--- src/rtl/vtg_pkg.sv ---
package vtg_pkg;
    localparam int CW  = 14;
    localparam int NFS = 16;
    localparam int AW  = 5;
    localparam int DW  = 32;
    localparam int FSW = $clog2(NFS);
    localparam int HI_LSB = 16;

    typedef logic [CW-1:0] cnt_t;

    localparam int P_VBLANK = 0;
    localparam int P_HBLANK = 1;
    localparam int P_VSYNC  = 2;
    localparam int P_HSYNC  = 3;
    localparam int P_VIDEO  = 4;
    localparam int P_CHROMA = 5;
    localparam int NPOL     = 6;

    localparam logic [AW-2:0] A_ACTIVE = 'd0;
    localparam logic [AW-2:0] A_TOTAL  = 'd1;
    localparam logic [AW-2:0] A_HSYNC  = 'd2;
    localparam logic [AW-2:0] A_VBCYC  = 'd3;
    localparam logic [AW-2:0] A_VSLINE = 'd4;
    localparam logic [AW-2:0] A_VSCYC  = 'd5;
    localparam logic [AW-2:0] A_FMT    = 'd6;
    localparam logic [AW-2:0] A_POL    = 'd7;

    localparam logic [3:0] FMT_ALT_LINE = 4'd3;

    typedef struct packed {
        cnt_t htot;
        cnt_t hact;
        cnt_t vtot;
        cnt_t vact;
        cnt_t hs_start;
        cnt_t hs_end;
        cnt_t vb_start;
        cnt_t vb_end;
        cnt_t vs_lstart;
        cnt_t vs_lend;
        cnt_t vs_cstart;
        cnt_t vs_cend;
        logic [3:0] fmt;
        logic [1:0] cpar;
        logic [NPOL-1:0] pol;
        logic [NFS-1:0][CW-1:0] fs_cyc;
        logic [NFS-1:0][CW-1:0] fs_line;
    } cfg_t;
endpackage

--- src/rtl/vtg_regs.sv ---
module vtg_regs
    import vtg_pkg::*;
(
    input  logic          clk,
    input  logic          rst_n,
    input  logic          cfg_we,
    input  logic [AW-1:0] cfg_addr,
    input  logic [DW-1:0] cfg_wdata,
    input  logic          upd_req,
    input  logic          frame_start,
    output cfg_t          act_cfg
);
    typedef struct packed {
        cfg_t shd;
        cfg_t act;
        logic pend;
    } regs_st_t;

    regs_st_t st_d, st_q;
    logic commit;
    cnt_t lo_f, hi_f;

    always_comb begin
        st_d   = st_q;
        lo_f   = cfg_wdata[0 +: CW];
        hi_f   = cfg_wdata[HI_LSB +: CW];
        commit = st_q.pend && frame_start;
        if (commit) begin
            st_d.act = st_q.shd;
        end
        st_d.pend = commit ? upd_req : (st_q.pend | upd_req);
        if (cfg_we) begin
            if (cfg_addr[AW-1]) begin
                st_d.shd.fs_cyc[cfg_addr[FSW-1:0]]  = lo_f;
                st_d.shd.fs_line[cfg_addr[FSW-1:0]] = hi_f;
            end else begin
                case (cfg_addr[AW-2:0])
                    A_ACTIVE: begin st_d.shd.hact = lo_f; st_d.shd.vact = hi_f; end
                    A_TOTAL:  begin st_d.shd.htot = lo_f; st_d.shd.vtot = hi_f; end
                    A_HSYNC:  begin st_d.shd.hs_start = lo_f; st_d.shd.hs_end = hi_f; end
                    A_VBCYC:  begin st_d.shd.vb_start = lo_f; st_d.shd.vb_end = hi_f; end
                    A_VSLINE: begin st_d.shd.vs_lstart = lo_f; st_d.shd.vs_lend = hi_f; end
                    A_VSCYC:  begin st_d.shd.vs_cstart = lo_f; st_d.shd.vs_cend = hi_f; end
                    A_FMT:    begin st_d.shd.fmt = cfg_wdata[3:0]; st_d.shd.cpar = cfg_wdata[9:8]; end
                    A_POL:    st_d.shd.pol = cfg_wdata[NPOL-1:0];
                    default:  ;
                endcase
            end
        end
    end

    always_ff @(posedge clk) begin
        if (!rst_n) st_q <= '0;
        else        st_q <= st_d;
    end

    assign act_cfg = st_q.act;

    // a pending request at a frame start loads the shadow contents
    a_r10_commit_copies: assert property (@(posedge clk) disable iff (!rst_n)
        (st_q.pend && frame_start) |=> (st_q.act == $past(st_q.shd)));
    // without a commit the working set does not move
    a_r10_hold: assert property (@(posedge clk) disable iff (!rst_n)
        !(st_q.pend && frame_start) |=> $stable(st_q.act));
endmodule

--- src/rtl/vtg_counter.sv ---
module vtg_counter
    import vtg_pkg::*;
(
    input  logic clk,
    input  logic rst_n,
    input  logic gen_en,
    input  cnt_t htot,
    input  cnt_t vtot,
    output cnt_t h_idx,
    output cnt_t v_idx,
    output logic run,
    output logic frame_start
);
    typedef struct packed {
        cnt_t h;
        cnt_t v;
        logic run;
    } ctr_st_t;

    ctr_st_t st_d, st_q;
    logic [CW:0] h_inc, v_inc;
    logic h_last, v_last;

    always_comb begin
        h_inc       = {1'b0, st_q.h} + 1'b1;
        v_inc       = {1'b0, st_q.v} + 1'b1;
        h_last      = h_inc >= {1'b0, htot};
        v_last      = v_inc >= {1'b0, vtot};
        frame_start = !gen_en || !st_q.run || (h_last && v_last);
        st_d        = st_q;
        if (!gen_en) begin
            st_d = '0;
        end else if (!st_q.run) begin
            st_d.h   = '0;
            st_d.v   = '0;
            st_d.run = 1'b1;
        end else if (h_last) begin
            st_d.h = '0;
            st_d.v = v_last ? '0 : v_inc[CW-1:0];
        end else begin
            st_d.h = h_inc[CW-1:0];
        end
    end

    always_ff @(posedge clk) begin
        if (!rst_n) st_q <= '0;
        else        st_q <= st_d;
    end

    assign h_idx = st_q.h;
    assign v_idx = st_q.v;
    assign run   = st_q.run;

    // disabling parks the counters at the origin
    a_r1_hold_zero: assert property (@(posedge clk) disable iff (!rst_n)
        !gen_en |=> (st_q.h == '0 && st_q.v == '0 && !st_q.run));
    // cycle index stays below the line length
    a_r2_h_range: assert property (@(posedge clk) disable iff (!rst_n)
        (st_q.run && htot != '0) |-> (st_q.h < htot));
    // a line wrap inside the frame moves down exactly one line
    a_r2_line_step: assert property (@(posedge clk) disable iff (!rst_n)
        (gen_en && st_q.run && h_last && !v_last) |=> (st_q.v == $past(st_q.v) + 1'b1 && st_q.h == '0));
endmodule

--- src/rtl/vtg_decode.sv ---
module vtg_decode
    import vtg_pkg::*;
(
    input  logic           clk,
    input  logic           rst_n,
    input  cnt_t           h_idx,
    input  cnt_t           v_idx,
    input  logic           run,
    input  cfg_t           cfg,
    output logic           hsync,
    output logic           hblank,
    output logic           vsync,
    output logic           vblank,
    output logic           active_video,
    output logic           active_chroma,
    output logic [NFS-1:0] fsync
);
    function automatic logic reached(cnt_t v, cnt_t h, cnt_t lv, cnt_t lh);
        return (v > lv) || (v == lv && h >= lh);
    endfunction

    logic hs_raw, hb_raw, vs_raw, vb_raw, av_raw, ac_raw;
    logic line_ok, pix_ok;

    always_comb begin
        hs_raw  = (h_idx >= cfg.hs_start) && (h_idx < cfg.hs_end);
        hb_raw  = !(h_idx < cfg.hact);
        av_raw  = (h_idx < cfg.hact) && (v_idx < cfg.vact);
        vs_raw  = reached(v_idx, h_idx, cfg.vs_lstart, cfg.vs_cstart)
               && !reached(v_idx, h_idx, cfg.vs_lend, cfg.vs_cend);
        vb_raw  = reached(v_idx, h_idx, cfg.vact, cfg.vb_start)
               || (v_idx == '0 && h_idx < cfg.vb_end);
        line_ok = (v_idx[0] == cfg.cpar[0]);
        pix_ok  = !cfg.cpar[1] || !h_idx[0];
        ac_raw  = (cfg.fmt == FMT_ALT_LINE) ? (av_raw && line_ok && pix_ok) : av_raw;
    end

    assign hsync         = (run & hs_raw) ^ ~cfg.pol[P_HSYNC];
    assign hblank        = (run & hb_raw) ^ ~cfg.pol[P_HBLANK];
    assign vsync         = (run & vs_raw) ^ ~cfg.pol[P_VSYNC];
    assign vblank        = (run & vb_raw) ^ ~cfg.pol[P_VBLANK];
    assign active_video  = (run & av_raw) ^ ~cfg.pol[P_VIDEO];
    assign active_chroma = (run & ac_raw) ^ ~cfg.pol[P_CHROMA];

    for (genvar i = 0; i < NFS; i++) begin : g_fs
        assign fsync[i] = run && (h_idx == cfg.fs_cyc[i]) && (v_idx == cfg.fs_line[i]);

        // a strobe lasts one cycle unless the frame restarts on it
        a_r9_one_cycle: assert property (@(posedge clk) disable iff (!rst_n)
            (fsync[i] && cfg.htot > 1) |=> (!fsync[i] || (h_idx == '0 && v_idx == '0)));
    end

    // idle generator drives every timing pin to its inactive level
    a_r1_idle_levels: assert property (@(posedge clk) disable iff (!rst_n)
        !run |-> (hsync == !cfg.pol[P_HSYNC] && vsync == !cfg.pol[P_VSYNC]
                  && active_video == !cfg.pol[P_VIDEO] && fsync == '0));
    // vsync begins only at its programmed line and cycle
    a_r5_vsync_start: assert property (@(posedge clk) disable iff (!rst_n)
        (run && $past(run) && $stable(cfg.vs_lstart) && $stable(cfg.vs_cstart)
         && $stable(cfg.vs_lend) && $stable(cfg.vs_cend) && vs_raw && !$past(vs_raw))
        |-> (v_idx == cfg.vs_lstart && h_idx == cfg.vs_cstart));
endmodule

--- src/rtl/vid_timing_gen.sv ---
module vid_timing_gen
    import vtg_pkg::*;
(
    input  logic           clk,
    input  logic           rst_n,
    input  logic           gen_en,
    input  logic           cfg_we,
    input  logic [AW-1:0]  cfg_addr,
    input  logic [DW-1:0]  cfg_wdata,
    input  logic           upd_req,
    output logic           hsync,
    output logic           hblank,
    output logic           vsync,
    output logic           vblank,
    output logic           active_video,
    output logic           active_chroma,
    output logic [NFS-1:0] fsync
);
    cfg_t act_cfg;
    cnt_t h_idx, v_idx;
    logic run, frame_start;

    vtg_regs u_regs (
        .clk         (clk),
        .rst_n       (rst_n),
        .cfg_we      (cfg_we),
        .cfg_addr    (cfg_addr),
        .cfg_wdata   (cfg_wdata),
        .upd_req     (upd_req),
        .frame_start (frame_start),
        .act_cfg     (act_cfg)
    );

    vtg_counter u_ctr (
        .clk         (clk),
        .rst_n       (rst_n),
        .gen_en      (gen_en),
        .htot        (act_cfg.htot),
        .vtot        (act_cfg.vtot),
        .h_idx       (h_idx),
        .v_idx       (v_idx),
        .run         (run),
        .frame_start (frame_start)
    );

    vtg_decode u_dec (
        .clk           (clk),
        .rst_n         (rst_n),
        .h_idx         (h_idx),
        .v_idx         (v_idx),
        .run           (run),
        .cfg           (act_cfg),
        .hsync         (hsync),
        .hblank        (hblank),
        .vsync         (vsync),
        .vblank        (vblank),
        .active_video  (active_video),
        .active_chroma (active_chroma),
        .fsync         (fsync)
    );
endmodule

--- config.mk ---
export PLATFORM = sky130hd
export DESIGN_NAME = vid_timing_gen
export DESIGN_NICKNAME = d
export VERILOG_FILES = /design/src/rtl/vtg_pkg.sv /design/src/rtl/vtg_regs.sv /design/src/rtl/vtg_counter.sv /design/src/rtl/vtg_decode.sv /design/src/rtl/vid_timing_gen.sv
export SDC_FILE = /design/constraint.sdc
export NUM_CORES = 2
export LEC_CHECK = 0
export BUFFER_PORTS_ARGS = -buffer_cell sky130_fd_sc_hd__buf_2
export CAP_MARGIN = 20
export CORE_AREA = 2 2 385 387
export CTS_CLUSTER_DIAMETER = 150
export DETAILED_ROUTE_END_ITERATION = 8
export DIE_AREA = 0 0 387 389
export SLEW_MARGIN = 5
export SYNTH_ARGS = -nofsm -noshare
export SYNTH_HDL_FRONTEND = slang
export SYNTH_HIERARCHICAL = 1
export SYNTH_SLANG_ARGS = --single-unit
--- constraint.sdc ---
create_clock -name clk -period 6.8 [get_ports clk]
set_clock_uncertainty 0.1 [all_clocks]
set_input_delay 0 -clock clk [delete_from_list [all_inputs] [get_ports clk]]
set_output_delay 0 -clock clk [all_outputs]
set_load 0.01 [all_outputs]
==> metrics <==
Area contributors post-synth dfxtp_1 42%, nand2_1 12%, mux2i_1 10%; sw power 3668 µW; Avg Synthesized Cell Area 8.822 µm²; # nets final 6,365; Worst setup SP type register; kind of critical path register to register; Hold WC Path Type input port to register; Leakage 0.02550 µW; clock-pin transition on the worst setup and hold timing paths 0.06 ns; first-pass GRT wire length 256,100 µm; Design Power 15,940 µW; Worst EP required 7.37 ns; CTS root buffer clkbuf_16; Die W 387 µm; crit path capture type register; vias per cell 5.165; vias in the first global route 40,230; Sink Count 1,286; Die Y-Extent 389 µm; Global Route Usage Sum 22.44%; max-capacitance violation count 0; Sw Share 23.01%; crit path max fanout 110; DIE AREA 150,500 µm²; Max Freq 0.1923 GHz; count of different cell masters after synthesis 72; HPWL after detailed placement 89,730 µm; power per cell area 252.5 nW/µm²; most common cell in the netlist nand2_1; sequential fraction of the synthesis area 42.20%; Synth area leader dfxtp_1; worst path arrival time 5.77 ns; predominant post-synthesis flop cell dfxtp_1; combinational power share 4.4%; largest net degree at the start of global routing 255; number of buffers created by CTS 138; setup_tns 0 ns; R2R setup slack 1.60 ns; ANT nets after route 0; Post-synth EDFFs 0; initial antenna violation count 10; FFs w/ async S/R, synth 0%; RSZ-0062 raised after global routing no; register bit total from synthesis 1,286; Syn Inst Count 6,915; initial core utilization 41.61%; Starting DRT DRC Count 3,585; GR Overflow Total 0; worst-skew pair later-pin latency 0.76 ns; via count 42,260; clock tree buffer depth 3; Post-CTS Setup Inserts 0; Peak VDD IR 0.0002407 V; max-slew violations 0; area grow syn2layout 3.489%; final routed DRC violation total 0; slew margin rel. 20.37%; WL final 172,600 µm; Worst Max-Slew Pin Slew 1.190 ns; Port Buffers 59; row count 141; outcome complete, no violations; share of the synthesized area in the top cell type 42.20%; most frequent cells after synthesis 1,956 x nand2_1, 1,286 x dfxtp_1, 651 x buf_4, 629 x a21boi_0, 628 x mux2i_1; endpoints failing hold 0; routability cong. 0.8191; Yosys warning count 6; count of cells resized by post-cts repair 0; share of layout cells above drive strength 1 7.440%; Period minus WS final 5.200 ns; sequential share of power 47.6%; H-tree depth 4; # setup viols final 0; Pint 12,270 µW; Mapped Nets 7,124; Cell Area, Synth 61,000 µm²; final worst-path cycle share 76.47%; CORE AREA 146,600 µm²; I/O pins 64; DR pass1 iterations 6; Routed wire per std cell 21.09 µm; clock share of power 48.0%; CTS tree done
placed cells by master, fill, tap and decap left out, types with 6 or more instances in the layout:
cell type and count:
a21boi_0 629, a21o_1 35, dfxtp_1 1257, o21ai_1 10
a211oi_1 7, dfxtp_2 29, buf_12 21, a31oi_1 9
o22ai_2 6, bufinv_16 9, clkbuf_16 145, o31ai_1 6
buf_4 77, nor2_1 29, clkinv_2 10, nor3_1 18
o21ai_0 12, nand2_1 1926, nor2b_1 11, xor2_1 341
clkbuf_8 28, nand4_1 62, nor2_4 9, and3_1 15
inv_1 169, nand3_1 53, clkbuf_1 33, dlygate4sd3_1 37
buf_2 58, or3_1 10, nand2_2 33, nand2b_1 10
nor4_1 87, a21oi_1 43, xnor2_1 134, ha_1 167
mux2i_1 628
cell families (layout without fill, tap and decap cells):
kind of cell               after synthesis  count (layout)  synth area share, %
AOI/OAI and AO/OA                      797             797                9.693
xor gates and xnor gates               475             475                6.820
adders and majority gates              167             167                3.425
buffers and inverters                 1267             602                12.07
DFF                                   1286            1286                42.20
muxes                                  628             628                10.30
other                                    0               2                    0
and+or+nand+nor                       2295            2295                15.49
stage by stage:
| stage | instance area, µm² | hold slack [ns] | std cells | setup WS, ns | util (%) |
|---|---|---|---|---|---|
| after floorplan | 61000 | 0.02382 | 6915 | 2.838 | - |
| after global placement | 58080 | 0.1592 | 7903 | 1.837 | 39.62 |
| after detailed placement | 58080 | 0.1633 | 7903 | 1.798 | 39.62 |
| after CTS | 62990 | 0.004505 | 8173 | 1.760 | 42.96 |
| after global routing | 63130 | 0.05284 | 8181 | 1.386 | 43.06 |
| final | 63130 | 0.07460 | 8182 | 1.600 | 43.06 |
power by group through the flow:
stage	Combinational [µW]	Clock (µW)	Sequential (µW)
final	696	7660	7590
after global routing	725	8060	7590
after CTS	691	7770	7590
after detailed placement	673	0	7760
after global placement	671	0	7750
after floorplan	394	0	7750
cell type report:
cell class | count | area (µm²)
clock inverter | 28 | 411.6
inverter | 171 | 641.9
sequential | 1286 | 25780
timing repair buffer | 197 | 1744
multi-input combinational | 4362 | 28000
antenna | 2 | 5.005
fill | 14240 | 83470
tap | 1930 | 2415
clock buffer | 206 | 4138
sequential cells by signal (all words and copies together), names as in the netlist:
name / count
u_regs/act_cfg: 628
u_ctr/h_idx: 14
u_ctr/run: 1
u_ctr/v_idx: 14
u_regs/st_q: 629
path summary, 6_finish.rpt:
path	end	start	cells past startpoint
worst max-delay path	u_regs/act_cfg[490]$_SDFFE_PN0P_	u_ctr/v_idx[0]$_SDFFE_PN0P_	16
worst min-delay path	u_regs/st_q[1189]$_SDFFE_PN0P_	cfg_wdata[2]	3
worst max register to register	u_regs/act_cfg[490]$_SDFFE_PN0P_	u_ctr/v_idx[0]$_SDFFE_PN0P_	16
worst min register to register	u_regs/act_cfg[137]$_SDFFE_PN0P_	u_regs/st_q[766]$_SDFFE_PN0P_	2
per-layer routing:
metal | GRT usage, % | wire length, µm | vias to the layer above | share of wire [%]
met5 | 0 | 27 | - | 0.016
met4 | 6.025 | 3965 | 4 | 2.3
met3 | 2.931 | 8669 | 237 | 5.0
met2 | 37.82 | 80400 | 1013 | 47
met1 | 30.12 | 79490 | 20690 | 46
li1 | - | - | 20320 | -
repair_timing:
action	in CTS	in global routing
endpoints found under the hold margin	660	44
endpoints found under the setup margin	0	0
hold buffers	36	1
worst max-delay path: stages, from the launching register on:
cell and delay [ns]:
dfxtp_2 0.71, ha_1 0.35, nand2_1 0.08, or3_1 0.44
nor2_1 0.17, xnor2_1 0.19, ha_1 0.30, and3_1 0.19
a221o_1 0.35, a21oi_2 0.30, o31a_4 0.25, a21o_1 0.14
nand3_1 0.18, nand2_4 0.46, buf_12 0.47, nand2_1 0.09
a21boi_0 0.19
No activity file was read; power rests on OpenSTA's default activity.
